==> config.mk <==
export PLATFORM = sky130hd
export DESIGN_NAME = rob_dispatch
export DESIGN_NICKNAME = d
export VERILOG_FILES = /design/src/rtl/rob_dispatch.sv
export SDC_FILE = /design/constraint.sdc
export NUM_CORES = 1
export LEC_CHECK = 0
export CAP_MARGIN = 0
export CORE_MARGIN = 3
export CORE_UTILIZATION = 30
export DETAILED_ROUTE_END_ITERATION = 16
export GPL_TIMING_DRIVEN = 1
export MAX_ROUTING_LAYER = met4
export RECOVER_POWER = 25
export SKIP_LAST_GASP = 1
export SYNTH_ARGS = -nofsm -noshare
export SYNTH_HDL_FRONTEND = slang
export SYNTH_SLANG_ARGS = --single-unit
export TNS_END_PERCENT = 20
==> constraint.sdc <==
create_clock -name clk -period 12 [get_ports clk]
set_clock_uncertainty 0.05 [all_clocks]
set_input_delay 2.4 -clock clk [delete_from_list [all_inputs] [get_ports clk]]
set_output_delay 2.4 -clock clk [all_outputs]
set_load 0.02 [all_outputs]
==> src/rtl/rob_dispatch.sv <==
module rob_dispatch #(
  parameter int DEPTH = 8,
  parameter int NREG  = 8,
  parameter int NTYPE = 3,
  parameter int MAXU  = 2,
  parameter int WBN   = 2
) (
  input  logic                        clk,
  input  logic                        rst_n,
  input  logic                        in_valid,
  output logic                        in_ready,
  input  logic [$clog2(NTYPE)-1:0]    in_type,
  input  logic [$clog2(NREG)-1:0]     in_dst,
  input  logic                        in_dst_en,
  input  logic [$clog2(NREG)-1:0]     in_src1,
  input  logic                        in_src1_en,
  input  logic [$clog2(NREG)-1:0]     in_src2,
  input  logic                        in_src2_en,
  input  logic [NTYPE*MAXU-1:0]       avail,
  output logic [NTYPE*MAXU-1:0]       iss_valid,
  output logic [NTYPE*MAXU*$clog2(DEPTH)-1:0] iss_tag,
  input  logic [WBN-1:0]              wb_valid,
  input  logic [WBN*$clog2(DEPTH)-1:0] wb_tag,
  output logic                        cmt_valid,
  output logic [$clog2(DEPTH)-1:0]    cmt_tag,
  output logic [$clog2(NREG)-1:0]     cmt_dst,
  output logic                        cmt_dst_en
);
  localparam int TW  = $clog2(DEPTH);
  localparam int RW  = $clog2(NREG);
  localparam int YW  = $clog2(NTYPE);
  localparam int NP  = NTYPE * MAXU;

  logic [DEPTH-1:0] vld, sent, done, de, s1e, s2e, rdy, pick;
  logic [YW-1:0]    ty  [DEPTH];
  logic [RW-1:0]    dst [DEPTH];
  logic [RW-1:0]    s1  [DEPTH];
  logic [RW-1:0]    s2  [DEPTH];
  logic [TW-1:0]    head, tail;
  logic [TW:0]      cnt;

  wire full = (cnt == (TW+1)'(DEPTH));
  assign in_ready   = !full;
  wire alloc = in_valid && in_ready;
  assign cmt_valid  = vld[head] && done[head];
  assign cmt_tag    = head;
  assign cmt_dst    = dst[head];
  assign cmt_dst_en = de[head];

  always_comb begin
    for (int i = 0; i < DEPTH; i++) begin
      logic [TW-1:0] ai, aj;
      ai = TW'(TW'(i) - head);
      rdy[i] = vld[i] && !sent[i];
      for (int j = 0; j < DEPTH; j++) begin
        aj = TW'(TW'(j) - head);
        if (aj < ai && vld[j] && de[j] && !done[j] &&
            ((s1e[i] && dst[j] == s1[i]) || (s2e[i] && dst[j] == s2[i])))
          rdy[i] = 1'b0;
      end
    end
  end

  always_comb begin
    iss_valid = '0;
    iss_tag   = '0;
    pick      = '0;
    for (int k = 0; k < DEPTH; k++) begin
      logic [TW-1:0] e;
      logic taken;
      e = TW'(head + TW'(k));
      taken = 1'b0;
      for (int p = 0; p < NP; p++) begin
        if (!taken && rdy[e] && avail[p] && !iss_valid[p] && ty[e] == YW'(p / MAXU)) begin
          iss_valid[p] = 1'b1;
          iss_tag[p*TW +: TW] = e;
          pick[e] = 1'b1;
          taken = 1'b1;
        end
      end
    end
  end

  always_ff @(posedge clk or negedge rst_n) begin
    if (!rst_n) begin
      vld <= '0; sent <= '0; done <= '0; de <= '0; s1e <= '0; s2e <= '0;
      head <= '0; tail <= '0; cnt <= '0;
      for (int i = 0; i < DEPTH; i++) begin
        ty[i] <= '0; dst[i] <= '0; s1[i] <= '0; s2[i] <= '0;
      end
    end else begin
      sent <= sent | pick;
      for (int w = 0; w < WBN; w++)
        if (wb_valid[w] && vld[wb_tag[w*TW +: TW]]) done[wb_tag[w*TW +: TW]] <= 1'b1;
      if (cmt_valid) begin
        vld[head] <= 1'b0;
        head <= TW'(head + 1'b1);
      end
      if (alloc) begin
        vld[tail] <= 1'b1; sent[tail] <= 1'b0; done[tail] <= 1'b0;
        ty[tail] <= in_type; dst[tail] <= in_dst; de[tail] <= in_dst_en;
        s1[tail] <= in_src1; s1e[tail] <= in_src1_en;
        s2[tail] <= in_src2; s2e[tail] <= in_src2_en;
        tail <= TW'(tail + 1'b1);
      end
      cnt <= cnt + (TW+1)'(alloc) - (TW+1)'(cmt_valid);
    end
  end

  p_full_stall_r1: assert property (@(posedge clk) disable iff (!rst_n)
    (full && in_valid) |=> $stable(tail));

  p_port_avail_r3: assert property (@(posedge clk) disable iff (!rst_n)
    (iss_valid & ~avail) == '0);

  p_commit_seq_r7: assert property (@(posedge clk) disable iff (!rst_n)
    (cmt_valid && $past(cmt_valid)) |-> cmt_tag == TW'($past(cmt_tag) + 1'b1));

  genvar ga, gb;
  for (ga = 0; ga < NP; ga++) begin : g_pa
    for (gb = ga + 1; gb < NP; gb++) begin : g_pb
      p_uniq_tag_r4: assert property (@(posedge clk) disable iff (!rst_n)
        (iss_valid[ga] && iss_valid[gb]) |-> iss_tag[ga*TW +: TW] != iss_tag[gb*TW +: TW]);
    end
  end
endmodule

==> out/qor.csv, run 1 <==
stage,metric,value,unit
logic_synthesis,yosys.area_share.adder,0.0229,
logic_synthesis,synth-xor-area-share,0.191,
route,drt-initial-drc-count,2253,
place,gp_congestion,0.994,
min_path,min_from,done[0],
global_routing,antenna_found_initial,0,
route,ant_nets,0,
clocking,clockBufferDepth,2,
route,drt-total-wl,66.7,mm
layout,most-common-layout-cells,"xnor2_1, nand2_1, nand4_1, dfrtp_1, nor2_1",
timing,setup_viol,0,
floorplanning,ios,64,
worst_setup_path,required,9.55,ns
floorplanning,coreArea,51900,um^2
logic_synthesis,seq_area_frac_synth,0.229,
timing,hold_viol,0,
layout,layout_commonest_cell,xnor2_1,
logic_synthesis,synthSimpleGateAreaFrac,0.245,
floorplanning,row_count,83,
logic_synthesis,syn_nets,2032,
route,post-route-drc-count,0,
place,io_buffer_count,63,
outcome,outcome,finished with violations,
global_routing,grt_use_total,0.237,
global_routing,grt_start_max_net_pins,88,
logic_synthesis,synth_compound_area_frac,0.154,
timing,slew_headroom,-2.12,
logic_synthesis,ys.flop_type,dfrtp_1,
route,first_pass_iters,6,
place,hpwl,47.9,mm
route,dr_total_vias,15755,
timing,final.setup.tns,0,ns
layout,fin_util,0.333,
clocking,worstSkewPairLatency,0.45,ns
logic_synthesis,synth-seq-cells,146,
timing,rsz0062_at_grt,false,
logic_synthesis,async_flop_share,1.00,
worst_setup_path,critPathMaxStageDelay,0.96,ns
logic_synthesis,ys_types,93,
logic_synthesis,yosysWarnings,0,
layout,nets,1948,
worst_setup_path,worstPathCellList,inv_1 > buf_4 > ha_1 > ha_1 > inv_1 > ha_1 > o21a_1 > a2111oi_0 > a211oi_1 > nand4_1 > a21oi_1 > nor4_1 > nand4_1 > o211ai_1 > nand3_1 > nor4_1 > or2_2 > nor4_1 > a31oi_1 > clkdlybuf4s50_1,
floorplanning,die_h,237,um
route,wl_per_cell,25.8,um
worst_setup_path,cp-start-kind,flip-flop,
worst_setup_path,worst-path-max-fanout,31,
worst_setup_path,r2r-start,cmt_tag[0],
place,dpl.cell_count,2551,
timing,period_needed,11.02,ns
worst_setup_path,crit_type,flip-flop to output pin,
logic_synthesis,synth.mux.area_fraction,0.0898,
floorplanning,die_x,237,um
worst_setup_path,critPathArrivalTime,8.57,ns
clocking,cts_resized,0,
layout,diodes,0,
floorplanning,start_util,0.307,
min_path,hold_class,flip-flop to flip-flop,
flow_run,max-cap-violations,1,
timing,drv_slew,88,
clocking,cts_sinks,146,
timing,clock.fmax,90.7,MHz
timing,timing.hold.ws,0.467,ns
worst_setup_path,cp_slowest_cell,ha_1,
global_routing,overflow,0,
clocking,clockRootBuffer,clkbuf_16,
worst_setup_path,cpLargestDelayFamily,simple AND/OR/NAND/NOR gates,
worst_setup_path,crit_buf_inv,4,
clocking,cts_buffers,17,
logic_synthesis,synth_area,15900,um^2
worst_setup_path,startpoint,cmt_tag[0],
worst_setup_path,end_kind,output pin,
clocking,ctsHoldBuffers,0,
layout,drive_gt1_frac,0.0983,
floorplanning,die-area,55900,um^2
timing,tightestPinTransition,4.67,ns
clocking,tritoncts,built,
clocking,post-cts-setup-buffers,0,
global_routing,grt_pass1_vias,14753,
layout,syn2layout_area_growth,8.50,%
global_routing,grt_pass1_wl,98.8,mm
clocking,ctsHtreeMaxLevel,4,
logic_synthesis,synth_top_family_by_area,simple AND/OR/NAND/NOR gates,
layout,layoutNonFillerInstCount,2583,
outcome,violations,"max-capacitance violations, max-slew violations",
clocking,path_clk_slew,0.06,ns
timing,period_share,0.918,
logic_synthesis,syn_area_per_cell,8.08,um^2
logic_synthesis,synth_edf_count,0,
logic_synthesis,syn_inst,1974,
route,vias_per_cell,6.10,
## final timing paths
kind	cells past startpoint	slack, ns	endpoint
setup / recovery	20	0.98	iss_tag[3]
hold / removal	1	0.47	done[0]
setup reg to reg	19	3.76	sent[5]
hold reg to reg	1	0.47	done[0]
max in group asynchronous	1	5.04	cmt_tag[0]
min in group asynchronous	1	3.57	dst[10]
## routing by layer
layer / wire length [um] / vias to the layer above / track usage
met4: 2950 / 0 / 0.0933
met5: 0 / - / -
met3: 6240 / 182 / 0.0397
li1: - / 6885 / -
met1: 28100 / 7712 / 0.317
met2: 29500 / 976 / 0.359
## layout make-up
type                       instances  area, um^2
multi-input combinational       1596       11200
tap                              680         851
clock inverter                    13         146
sequential                       146        3660
inverter                          41         154
timing repair buffer              88         812
fill                            5446       34600
clock buffer                      19         453
## Yosys cell counts, types with 17 or more instances
cell / number / area [um^2]
mux2_2: 58 / 653
buf_2: 74 / 370
ha_1: 26 / 325
nor2_1: 99 / 372
o21ai_0: 36 / 180
a211oi_1: 39 / 293
mux2i_1: 17 / 170
xnor2_1: 341 / 2990
inv_1: 39 / 146
dfrtp_1: 146 / 3650
nand4_1: 147 / 920
nand2_1: 309 / 1160
nand3_1: 45 / 225
buf_4: 28 / 210
nand2b_1: 26 / 163
clkbuf_1: 79 / 297
o211ai_1: 17 / 128
mux4_2: 27 / 608
nor3_1: 31 / 155
a21oi_1: 63 / 315
## flip-flops by register name, summed over array words and instances, names as in the netlist
register	cells
tail	3
cmt_tag	3
s2	24
ty	16
s1e	8
s1	24
cnt	4
s2e	8
de	8
done	8
vld	8
dst	24
sent	8
## worst register-to-register path, stage by stage (launching register included)
cell,delay (ns)
dfrtp_4,0.74
inv_1,0.08
buf_4,0.24
ha_1,0.39
ha_1,0.96
inv_1,0.58
ha_1,0.36
a21oi_1,0.20
a211oi_1,0.08
a2111o_1,0.43
or4_1,0.57
and3_4,0.26
or4b_4,0.59
nand3_2,0.20
nor3_1,0.15
a211oi_1,0.97
nand3_2,0.32
a2111oi_1,0.54
o2111ai_1,0.20
o21a_1,0.22
## logic make-up after synthesis
family          Yosys count
compound gates          338
xor+xnor                348
fa+ha+maj                29
buf+inv                 232
flops                   146
mux                     102
simple gates            779
## metrics by stage
stage	setup slack [ns]	instance area (um^2)
6_report	0.978	17300
4_1_cts	1.29	17300
5_1_grt	0.482	17300
3_5_place_dp	1.80	16700
2_1_floorplan	2.85	15900
3_3_place_gp	1.82	16700
Power of run 1 is left out: the tool's default activity adds up to more than one toggle a clock period on the data nets, which glitch-free logic cannot reach.
==> run 2: changes to the inputs <==
Settings changed: CAP_MARGIN 0 to 20, TNS_END_PERCENT 20 to 10.
==> results of run 2 <==
Final layout, timing and power as in run 1 (identical DEF).
Power of run 2 is left out for the same reason.
==> run 3: changes to the inputs <==
Settings changed: CORE_UTILIZATION 30 to 55, PLACE_DENSITY set to 0.73.
==> run 3 against run 2 <==
Effect of this change:
- the run still ends with max-capacitance violations, max-slew violations left
- first-iteration DRC count is 6.4% lower
- fmax grew 1.2%
- global-route usage is 18 points higher
- critical path depth stayed put
- wire length shrank 5.5%
- core utilization is 27 points higher
- sequential share of layout area is 0.39 points higher
- cell area is 1.9% lower
- register-to-register slack better by 0.11 ns
- sequential cell count unchanged
- count of clock-buffer cells in the layout decreased by 2
- critical path type unchanged
- highest routed layer unchanged
==> out/qor.csv, run 3 (same netlist as run 1, synthesis figures left out) <==
stage,metric,value,unit
outcome,outcome,finished with violations,
outcome,violations,"max-capacitance violations, max-slew violations",
global_routing,busiest_layer,met2,
timing,rsz0062_at_grt,false,
route,post-route-drc-count,0,
global_routing,overflow,0,
layout,most-common-layout-cells,"xnor2_1, nand2_1, nand4_1, dfrtp_1, nor2_1",
worst_setup_path,worst-path-max-fanout,21,
floorplanning,row_count,61,
floorplanning,die_x,176,um
layout,fin_area,17000,um^2
route,drt-initial-drc-count,2109,
floorplanning,coreArea,28200,um^2
clocking,post-cts-setup-buffers,0,
layout,multiInputGateArea,11200,um^2
worst_setup_path,crit_type,flip-flop to output pin,
global_routing,grt_pass1_wl,94.9,mm
timing,clock.fmax,91.8,MHz
floorplanning,die_h,176,um
layout,final.fill_count,2477,
floorplanning,ios,64,
worst_setup_path,critPathArrivalTime,8.44,ns
worst_setup_path,required,9.55,ns
timing,setup_viol,0,
place,dpl_cell_area,16300,um^2
place,hpwl,45.5,mm
global_routing,met1_usage,0.541,
layout,drive_gt1_frac,0.0967,
clocking,clockRootBuffer,clkbuf_16,
global_routing,antenna_found_initial,0,
clocking,ctsHoldBuffers,0,
global_routing,grtUsageMet2,0.598,
timing,drv_slew,76,
layout,seq_area,3650,um^2
clocking,ctsHtreeMaxLevel,4,
flow_run,max-cap-violations,1,
floorplanning,die-area,31100,um^2
route,first_pass_iters,6,
clocking,cts_sinks,146,
timing,tightestPinTransition,4.01,ns
route,dr_total_vias,16121,
layout,reg.largest.list,"dst: 24 flops, s1: 24 flops, s2: 24 flops",
global_routing,grt_pass1_vias,15360,
floorplanning,start_util,0.566,
clocking,clockBufferDepth,2,
timing,slew_headroom,-1.67,
min_path,hold_class,flip-flop to flip-flop,
route,drt-total-wl,63.1,mm
route,ant_nets,0,
timing,period_share,0.907,
global_routing,grt_start_max_net_pins,76,
global_routing,grt_use_total,0.413,
route,vias_per_cell,7.07,
layout,diodes,0,
worst_setup_path,end_kind,output pin,
timing,final.setup.tns,0,ns
clocking,cts_buffers,17,
clocking,path_clk_slew,0.07,ns
route,wl_per_cell,27.7,um
clocking,tritoncts,built,
layout,syn2layout_area_growth,6.43,%
layout,nets,1948,
timing,hold_viol,0,
timing,period_needed,10.89,ns
global_routing,use_met3,0.110,
worst_setup_path,cp-start-kind,flip-flop,
place,gp_congestion,1.06,
layout,fin_util,0.603,
layout,layout_commonest_cell,xnor2_1,
clocking,cts_resized,0,
place,io_buffer_count,63,
clocking,worstSkewPairLatency,0.44,ns
==> run 3: through the flow <==
| step | hold slack (ns) | setup slack, ns | cells |
|---|---|---|---|
| 2_1_floorplan | 0.413 | 2.85 | 1974 |
| 3_3_place_gp | 0.438 | 2.35 | 2247 |
| 3_5_place_dp | 0.444 | 2.25 | 2247 |
| 4_1_cts | 0.459 | 1.73 | 2279 |
| 5_1_grt | 0.469 | 0.724 | 2281 |
| 6_report | 0.462 | 1.11 | 2281 |
==> run 3: layer usage <==
layer,share of wire,routed length [um],up-vias
met5,0,0,-
met2,0.43,27000,1222
met3,0.13,8250,237
met4,0.052,3290,0
li1,-,-,6902
met1,0.39,24500,7760
==> run 3: final timing paths <==
path | start | end | slack (ns) | cells after the start
setup / recovery | cmt_tag[0] | iss_tag[3] | 1.11 | 20
hold / removal | cnt[0] | cnt[0] | 0.46 | 1
setup reg to reg | cmt_tag[0] | sent[5] | 3.87 | 17
hold reg to reg | cnt[0] | cnt[0] | 0.46 | 1
max in group asynchronous | rst_n | cmt_tag[1] | 6.02 | 2
min in group asynchronous | rst_n | dst[11] | 3.29 | 1
==> run 3: area by class of cell <==
class / count / area share
Clock inverter: 15 / 0.0110
Timing Repair Buffer: 88 / 0.0502
Sequential cell: 146 / 0.215
Multi-Input combinational cell: 1596 / 0.661
Tap cell: 378 / 0.0279
Inverter: 41 / 0.00907
Clock buffer: 17 / 0.0251
==> run 3: critical path, stage by stage (launching register included) <==
cell and delay [ns]:
dfrtp_1 0.86, inv_1 0.67, ha_1 0.58, ha_1 0.35, inv_1 0.55, ha_1 0.36
o21a_1 0.11, a2111oi_0 0.30, a211oi_1 0.12, nand4_1 0.21, a21oi_1 0.11, nor4_1 0.65
nand4_1 0.19, buf_4 0.24, o211ai_1 0.42, nand3_1 0.37, nor4_1 0.81, or2_2 0.25
nor4_1 0.05, a31oi_1 0.18, clkdlybuf4s50_1 0.62
Power of run 3 is left out for the same reason.
